### config.mk
export PLATFORM = sky130hd
export DESIGN_NAME = gpio_irq_bank
export DESIGN_NICKNAME = d
export VERILOG_FILES = /design/src/rtl/gpb_pkg.sv /design/src/rtl/gpb_sync.sv /design/src/rtl/gpb_regs.sv /design/src/rtl/gpb_detect.sv /design/src/rtl/gpio_irq_bank.sv
export SDC_FILE = /design/constraint.sdc
export NUM_CORES = 1
export LEC_CHECK = 0
export BUFFER_PORTS_ARGS = -buffer_cell sky130_fd_sc_hd__buf_4
export CAP_MARGIN = 20
export CORE_ASPECT_RATIO = 0.5
export CORE_MARGIN = 2
export CORE_UTILIZATION = 30
export CTS_CLUSTER_DIAMETER = 150
export DETAILED_ROUTE_END_ITERATION = 10
export PLACE_DENSITY_LB_ADDON = 0.08
export SKIP_LAST_GASP = 1
export SYNTH_ARGS = -nofsm -noshare
export SYNTH_HDL_FRONTEND = slang
export SYNTH_SLANG_ARGS = --single-unit
### constraint.sdc
create_clock -name clk -period 2.25 [get_ports clk]
set_input_delay 0.675 -clock clk [delete_from_list [all_inputs] [get_ports clk]]
set_output_delay 0.675 -clock clk [all_outputs]
set_load 0.005 [all_outputs]
### src/rtl/gpb_pkg.sv
package gpb_pkg;
  // Word addresses of the register port
  localparam int unsigned A_VALUE = 0;
  localparam int unsigned A_DIR   = 1;
  localparam int unsigned A_LATCH = 2;
  localparam int unsigned A_IEN   = 4;
  localparam int unsigned A_TRIG0 = 5;
  localparam int unsigned A_TRIG1 = 6;
  localparam int unsigned A_TRIG2 = 7;
  localparam int unsigned A_STAT  = 8;

  // Detection for one pin. Mode bits: {t2, t1, t0}.
  function automatic logic trig_hit(input logic t2, input logic t1, input logic t0,
                                    input logic cur, input logic prev);
    logic rise, fall;
    rise = cur & ~prev;
    fall = ~cur & prev;
    if (t1)             return t0 ? cur : ~cur;
    else if (t2 && t0)  return rise | fall;
    else if (t0)        return rise;
    else                return fall;
  endfunction
endpackage

### src/rtl/gpb_sync.sv
module gpb_sync #(
  parameter int WIDTH  = 32,
  parameter int STAGES = 2
) (
  input  logic             clk,
  input  logic             rst_n,
  input  logic [WIDTH-1:0] d,
  output logic [WIDTH-1:0] q
);
  logic [STAGES-1:0][WIDTH-1:0] chain;

  genvar s;
  generate
    for (s = 0; s < STAGES; s++) begin : g_stage
      if (s == 0) begin : g_first
        always_ff @(posedge clk or negedge rst_n)
          if (!rst_n) chain[0] <= '0;
          else        chain[0] <= d;
      end else begin : g_rest
        always_ff @(posedge clk or negedge rst_n)
          if (!rst_n) chain[s] <= '0;
          else        chain[s] <= chain[s-1];
      end
    end
  endgenerate

  assign q = chain[STAGES-1];
endmodule

### src/rtl/gpb_regs.sv
module gpb_regs
  import gpb_pkg::*;
#(
  parameter int WIDTH  = 32,
  parameter int ADDR_W = 4
) (
  input  logic              clk,
  input  logic              rst_n,
  input  logic              wr,
  input  logic [ADDR_W-1:0] addr,
  input  logic [WIDTH-1:0]  wdata,
  output logic [WIDTH-1:0]  rdata,
  input  logic [WIDTH-1:0]  pin_sync,
  input  logic [WIDTH-1:0]  stat_q,
  output logic [WIDTH-1:0]  latch_q,
  output logic [WIDTH-1:0]  dir_q,
  output logic [WIDTH-1:0]  ien_q,
  output logic [WIDTH-1:0]  trig0_q,
  output logic [WIDTH-1:0]  trig1_q,
  output logic [WIDTH-1:0]  trig2_q,
  output logic [WIDTH-1:0]  stat_clr
);
  localparam logic [ADDR_W-1:0] W_VALUE = ADDR_W'(A_VALUE);
  localparam logic [ADDR_W-1:0] W_DIR   = ADDR_W'(A_DIR);
  localparam logic [ADDR_W-1:0] W_LATCH = ADDR_W'(A_LATCH);
  localparam logic [ADDR_W-1:0] W_IEN   = ADDR_W'(A_IEN);
  localparam logic [ADDR_W-1:0] W_TRIG0 = ADDR_W'(A_TRIG0);
  localparam logic [ADDR_W-1:0] W_TRIG1 = ADDR_W'(A_TRIG1);
  localparam logic [ADDR_W-1:0] W_TRIG2 = ADDR_W'(A_TRIG2);
  localparam logic [ADDR_W-1:0] W_STAT  = ADDR_W'(A_STAT);

  always_ff @(posedge clk or negedge rst_n) begin
    if (!rst_n) begin
      latch_q <= '0;
      dir_q   <= '0;
      ien_q   <= '0;
      trig0_q <= '0;
      trig1_q <= '0;
      trig2_q <= '0;
    end else if (wr) begin
      case (addr)
        W_VALUE: latch_q <= wdata;
        W_DIR:   dir_q   <= wdata;
        W_IEN:   ien_q   <= wdata;
        W_TRIG0: trig0_q <= wdata;
        W_TRIG1: trig1_q <= wdata;
        W_TRIG2: trig2_q <= wdata;
        default: ;
      endcase
    end
  end

  assign stat_clr = (wr && addr == W_STAT) ? wdata : '0;

  always_comb begin
    case (addr)
      W_VALUE: rdata = pin_sync;
      W_DIR:   rdata = dir_q;
      W_LATCH: rdata = latch_q;
      W_IEN:   rdata = ien_q;
      W_TRIG0: rdata = trig0_q;
      W_TRIG1: rdata = trig1_q;
      W_TRIG2: rdata = trig2_q;
      W_STAT:  rdata = stat_q;
      default: rdata = '0;
    endcase
  end
endmodule

### src/rtl/gpb_detect.sv
module gpb_detect
  import gpb_pkg::*;
#(
  parameter int WIDTH = 32
) (
  input  logic             clk,
  input  logic             rst_n,
  input  logic [WIDTH-1:0] pin_sync,
  input  logic [WIDTH-1:0] trig0,
  input  logic [WIDTH-1:0] trig1,
  input  logic [WIDTH-1:0] trig2,
  input  logic [WIDTH-1:0] clr,
  output logic [WIDTH-1:0] stat_q
);
  logic [WIDTH-1:0] prev_q;
  logic [WIDTH-1:0] hit;

  genvar i;
  generate
    for (i = 0; i < WIDTH; i++) begin : g_pin
      assign hit[i] = trig_hit(trig2[i], trig1[i], trig0[i], pin_sync[i], prev_q[i]);
    end
  endgenerate

  // A hit in the same cycle as a clear wins.
  always_ff @(posedge clk or negedge rst_n) begin
    if (!rst_n) begin
      prev_q <= '0;
      stat_q <= '0;
    end else begin
      prev_q <= pin_sync;
      stat_q <= (stat_q & ~clr) | hit;
    end
  end
endmodule

### src/rtl/gpio_irq_bank.sv
module gpio_irq_bank #(
  parameter int WIDTH       = 32,
  parameter int ADDR_W      = 4,
  parameter int SYNC_STAGES = 2
) (
  input  logic              clk,
  input  logic              rst_n,
  input  logic              reg_wr,
  input  logic [ADDR_W-1:0] reg_addr,
  input  logic [WIDTH-1:0]  reg_wdata,
  output logic [WIDTH-1:0]  reg_rdata,
  input  logic [WIDTH-1:0]  pad_in,
  output logic [WIDTH-1:0]  pad_oe,
  output logic [WIDTH-1:0]  pad_out,
  output logic              irq
);
  logic [WIDTH-1:0] pin_sync;
  logic [WIDTH-1:0] latch_q, dir_q, ien_q;
  logic [WIDTH-1:0] trig0_q, trig1_q, trig2_q;
  logic [WIDTH-1:0] stat_q, stat_clr;

  gpb_sync #(.WIDTH(WIDTH), .STAGES(SYNC_STAGES)) u_sync (
    .clk(clk), .rst_n(rst_n), .d(pad_in), .q(pin_sync)
  );

  gpb_regs #(.WIDTH(WIDTH), .ADDR_W(ADDR_W)) u_regs (
    .clk(clk), .rst_n(rst_n), .wr(reg_wr), .addr(reg_addr), .wdata(reg_wdata),
    .rdata(reg_rdata), .pin_sync(pin_sync), .stat_q(stat_q),
    .latch_q(latch_q), .dir_q(dir_q), .ien_q(ien_q),
    .trig0_q(trig0_q), .trig1_q(trig1_q), .trig2_q(trig2_q),
    .stat_clr(stat_clr)
  );

  gpb_detect #(.WIDTH(WIDTH)) u_detect (
    .clk(clk), .rst_n(rst_n), .pin_sync(pin_sync),
    .trig0(trig0_q), .trig1(trig1_q), .trig2(trig2_q),
    .clr(stat_clr), .stat_q(stat_q)
  );

  assign pad_oe  = dir_q;
  assign pad_out = latch_q;
  assign irq     = |(stat_q & ien_q);
endmodule

Word-level counts from Yosys, hierarchy flattened
Index checks and enable logic that the tools add are counted.
{"block": "totals", "output_inout_bits": 97, "register_bits": 320, "wordCells": 352, "inputBits": 71}
{"block": "classes", "n_mux": 130, "n_bitwise": 164, "n_eq_ne": 7, "reduce_logical": 41}
{"op": "$pmux W32 S8", "count": 1}
{"op": "$mux W1", "count": 128}
{"op": "$and A1 B1 Y1", "count": 64}
{"op": "$and A32 B32 Y32", "count": 2}
{"op": "$not A1 Y1", "count": 64}
{"op": "$logic_and A1 B1 Y1", "count": 33}
{"op": "$mux W32", "count": 1}
{"op": "$not A32 Y32", "count": 1}
{"op": "$or A1 B1 Y1", "count": 32}
{"op": "$or A32 B32 Y32", "count": 1}
{"op": "$reduce_or A32 Y1", "count": 1}
{"op": "$eq A4 B3 Y1 const B", "count": 4}
{"op": "$reduce_and A2 Y1", "count": 6}
{"op": "$eq A4 B1 Y1 const B", "count": 1}
{"op": "$eq A4 B2 Y1 const B", "count": 1}
{"op": "$eq A4 B4 Y1 const B", "count": 1}
{"op": "$logic_not A4 Y1", "count": 1}

Depth between registers and ports, before layout
{"block": "logic_depth", "ltp_word": 6, "ltp_mapped": 7}

Modules after synthesis
A second synthesis with hierarchy kept.
{"block": "hier_totals", "hier_cells": 1365, "area_unflattened_um2": 16696.0}
{"module": "gpb_regs", "instances": 1, "area_per_inst_um2": 10342.4, "cells_each": 827}
{"module": "gpb_detect", "instances": 1, "area_per_inst_um2": 4354.2, "cells_each": 421}
{"module": "gpb_sync", "instances": 1, "area_per_inst_um2": 1841.8, "cells_each": 96}
{"module": "gpio_irq_bank", "instances": 1, "area_per_inst_um2": 157.7, "cells_each": 21}

Worst setup path after synthesis
Ideal clock, no wire load.
{"block": "synth_path", "kind": "input port to output port", "from": "input port reg_addr[2]", "to": "output port reg_rdata[0]", "setup_slack_ns": -0.091, "path_stages": 5, "t_arrival_ns": 1.666, "path_cell_list": "buf_2 > or3_1 > buf_1 > clkbuf_1 > o221ai_1"}
{"block": "synth_between", "elab_chain_len": 2, "elab_cells_between_ends": 9}
{"element": "start: declaration", "line_no": "gpio_irq_bank.sv:9", "source": "input logic [ADDR_W-1:0] reg_addr,"}
{"element": "$eq A4 B4 Y1, or another cell as far along", "line_no": "gpb_regs.sv:56", "source": "case (addr)"}
{"element": "$pmux W32 S8 *", "line_no": "gpb_regs.sv:56"}
{"element": "end: declaration", "line_no": "gpio_irq_bank.sv:11", "source": "output logic [WIDTH-1:0] reg_rdata,"}
Every way passes the cells marked *; elsewhere a longest branch is shown, timed or not.

Final worst setup path
{"block": "layout_path", "from": "register u_regs.ien_q[16]", "to": "output port irq"}
{"block": "layout_between", "elab_chain_len": 2}
{"element": "start: declaration", "line_no": "gpb_regs.sv:17", "source": "output logic [WIDTH-1:0] ien_q,"}
{"element": "start signal: assignment", "line_no": "gpb_regs.sv:44", "source": "W_IEN: ien_q <= wdata;"}
{"element": "$and A32 B32 Y32", "line_no": "gpio_irq_bank.sv:42", "source": "assign irq = |(stat_q & ien_q);"}
{"element": "$reduce_or A32 Y1", "line_no": "gpio_irq_bank.sv:42"}
{"element": "end: declaration", "line_no": "gpio_irq_bank.sv:15", "source": "output logic irq"}
Every way passes these cells.

==> load_flow_metrics.sql <==
INSERT INTO impl_metrics (metric_group, metric, value, unit) VALUES
('logic_synthesis', 'ys_seq_area_share', '52.35', '%'),
('logic_synthesis', 'synthesis.area', '0.01530', 'sq mm'),
('critical_path', 'cp.required', '1570', 'ps'),
('floorplanning', 'placement_rows', '58', ''),
('timing', 'clock.fmax', '0.3527', 'GHz'),
('logic_synthesis', 'synth.lib_cells_used.distinct', '41', ''),
('layout', 'post_route_cells_drive_above_1_share', '42.79', '%'),
('timing', 'setup-tns-final', '-7626', 'ps'),
('place', 'place.detailed.hpwl', '33030', 'um'),
('logic_synthesis', 'number_of_warnings_printed_during_yosys_synthesis', '0', ''),
('logic_synthesis', 'yosys.cell_count.top_type', 'sky130_fd_sc_hd__dfrtp_1', ''),
('critical_path', 'cp.arrival', '2160', 'ps'),
('routing', 'vias', '10800', ''),
('clocking', 'clk_latency', '530', 'ps'),
('floorplanning', 'fp.coreArea', '0.05029', 'sq mm'),
('logic_synthesis', 'syn_nets', '1297', ''),
('routing', 'final_antenna_net_count', '0', ''),
('routing', 'detail_route.iter0.violations', '739', ''),
('critical_path', 'path_common_cell', 'sky130_fd_sc_hd__buf_4', ''),
('place', 'placement.io_buffers', '167', ''),
('logic_synthesis', 'yosys-top-cells-count', 'sky130_fd_sc_hd__dfrtp_1, sky130_fd_sc_hd__mux2_2, sky130_fd_sc_hd__mux2i_1, sky130_fd_sc_hd__inv_1, sky130_fd_sc_hd__ha_1', ''),
('run', 'max_cap_violations', '0', ''),
('layout', 'area_growth', '35.37', '%'),
('timing', 'worst_slack', '-585.1', 'ps'),
('grt', 'gr-usage-all-layers', '18.84', '%'),
('floorplanning', 'io-pin-count', '168', ''),
('timing', 'final_max_slew_viol_count', '0', ''),
('timing', 'min_period', '2835', 'ps'),
('logic_synthesis', 'async_flop_share', '100.0', '%'),
('min_path', 'worst_hold_path_type', 'in2async', ''),
('place', 'place.detailed.instances', '2070', ''),
('logic_synthesis', 'synth.avg_cell_area', '13.16', 'sq um'),
('critical_path', 'worstSetupEndpointType', 'primary output', ''),
('place', 'post-place-ws', '-416.7', 'ps'),
('timing', 'skew', '8.641', 'ps'),
('critical_path', 'cp_slowest_cell', 'sky130_fd_sc_hd__or4_1', ''),
('routing', 'detail_route.wl_per_cell', '22.94', 'um'),
('timing', 'finalSetupViolCount', '33', ''),
('critical_path', 'critPathMaxStageDelay', '550', 'ps'),
('place', 'gp_congestion', '0.8028', ''),
('place', 'placed_cell_area', '0.01851', 'sq mm'),
('critical_path', 'worst_setup_path_start_kind', 'flop', ''),
('logic_synthesis', 'postSynthRegisterBits', '320', ''),
('routing', 'drtPass1Iterations', '4', ''),
('grt', 'grt_pass1_wl', '73640', 'um'),
('floorplanning', 'floorplan.initialDensity', '30.41', '%'),
('power', 'power', '17.29', 'mW'),
('logic_synthesis', 'synth_edf_count', '0', ''),
('grt', 'antenna_found_initial', '1', ''),
('clocking', 'cts.path.max_buffers', '3', ''),
('clocking', 'cts_num_sinks', '320', ''),
('timing', 'unrepaired_setup_endpoints_after_global_routing', 'yes', ''),
('critical_path', 'timing.critical_path.cells', 'a22oi_2, buf_4, nand4_1, or4_1, buf_4', ''),
('clocking', 'cts_hold_buf', '0', ''),
('timing', 'max_slew_margin', '73.85', '%'),
('critical_path', 'cp_max_fo', '2', ''),
('grt', 'gr-total-overflow', '0', ''),
('routing', 'postRouteWirelength', '49730', 'um'),
('power', 'peakVddDrop', '0.4167', 'mV'),
('timing', 'final.period_utilization', '126.0', '%'),
('timing', 'max_slew.worst_pin.slew', '392.3', 'ps'),
('logic_synthesis', 'post-synth-top-area-fraction', '52.35', '%'),
('layout', 'instances_no_fill', '2168', ''),
('run_status', 'violations', 'negative setup slack', ''),
('layout', 'layout.core_utilization', '41.17', '%'),
('clocking', 'cts_tree', 'done', ''),
('clocking', 'cts.reportedPaths.clkPinSlew', '60', 'ps'),
('timing', 'timing.hold.ws', '47.55', 'ps'),
('run_status', 'outcome', 'finished with violations', ''),
('timing', 'hold_violations', '0', ''),
('floorplanning', 'chipWidth', '323.3', 'um');
layout make-up:
| class | count | area, sq um |
|---|---|---|
| multi-input cells | 690 | 7071 |
| clock buffers | 52 | 1020 |
| diodes | 1 | 2.502 |
| fillers | 4732 | 29580 |
| repair buffers | 317 | 3283 |
| clock inverters | 7 | 116.4 |
| flip-flops and latches | 320 | 8009 |
| inverters | 91 | 341.6 |
| well taps | 690 | 863.3 |
layer usage:
layer	wire [um]	up-vias	track usage, %
li1	-	4847	-
met1	23920	5671	27.63
met2	22490	221	28.73
met3	2464	63	3.596
met4	844	0	4.017
met5	0	-	0
state kept, by name, indices dropped and copies added, names as in the netlist:
signal           count
u_regs.ien_q        32
u_regs.dir_q        32
u_regs.latch_q      32
u_regs.trig1_q      32
u_detect.stat_q     32
u_regs.trig0_q      32
u_detect.prev_q     32
u_sync.q            32
u_sync.chain        32
u_regs.trig2_q      32
placed cells by master (no fill, tap or decap), drive strengths merged, types with 2 or more instances in the layout:
cell type and n:
ha 64, mux2i 121, clkbuf 54, nand2b 7
o221ai 31, o22a 31, xnor2 32, nor2b 2
clkinv 2, nor2 30, bufinv 3, dfrtp 320
a21oi 5, a22oi 47, nand4 4, a221o 32
o21ai 2, a211oi 27, buf 315, and3b 2
mux2 192, nand3 36, and2 2, inv 92
o211ai 5, nand2 9
final timing paths:
| kind | from | endpoint | slack (ps) | cells past startpoint |
|---|---|---|---|---|
| worst max-delay path | u_regs.ien_q[16] | irq | -590 | 5 |
| worst min-delay path | rst_n | u_regs.latch_q[5] | 50 | 1 |
| worst max register to register | u_sync.q[29] | u_detect.stat_q[29] | 790 | 6 |
| worst min register to register | u_sync.chain[7] | u_sync.q[7] | 340 | 0 |
| max in group asynchronous | rst_n | u_detect.prev_q[23] | 1480 | 3 |
| min in group clk | pad_in[1] | u_sync.chain[1] | 250 | 1 |
timing repair:
item	CTS	global route
cloned	12	2
pin swaps	42	24
setup buffers	30	2
hold endpoints to repair	0	0
gates resized for setup	95	21
setup endpoints to repair	33	61
critical path: cells and delay by family, from the launching register on:
kind                   cells  cell delay [ps]
AO/OA/AOI/OAI              1              210
flip-flops                 1              410
buffers and inverters      2              310
AND/OR/NAND/NOR            2              690
cell families (layout without fill, tap and decap cells):
kind of cell | Yosys count | in the layout | share of synthesized area [%]
adders and majority gates | 64 | 64 | 5.235
and+or+nand+nor | 99 | 99 | 3.419
muxes | 313 | 313 | 22.79
xor gates and xnor gates | 32 | 32 | 1.832
buffers and inverters | 152 | 467 | 4.507
other | 0 | 1 | 0
AOI/OAI and AO/OA | 182 | 182 | 9.865
DFF | 320 | 320 | 52.35
where the power goes:
part           internal, mW  switching, mW  leakage (nW)
Sequential             6.68           1.03          3.76
Clock                  3.47           2.43         0.554
Combinational          2.23           1.45          5.06
Power figures use the tool's default switching activity.
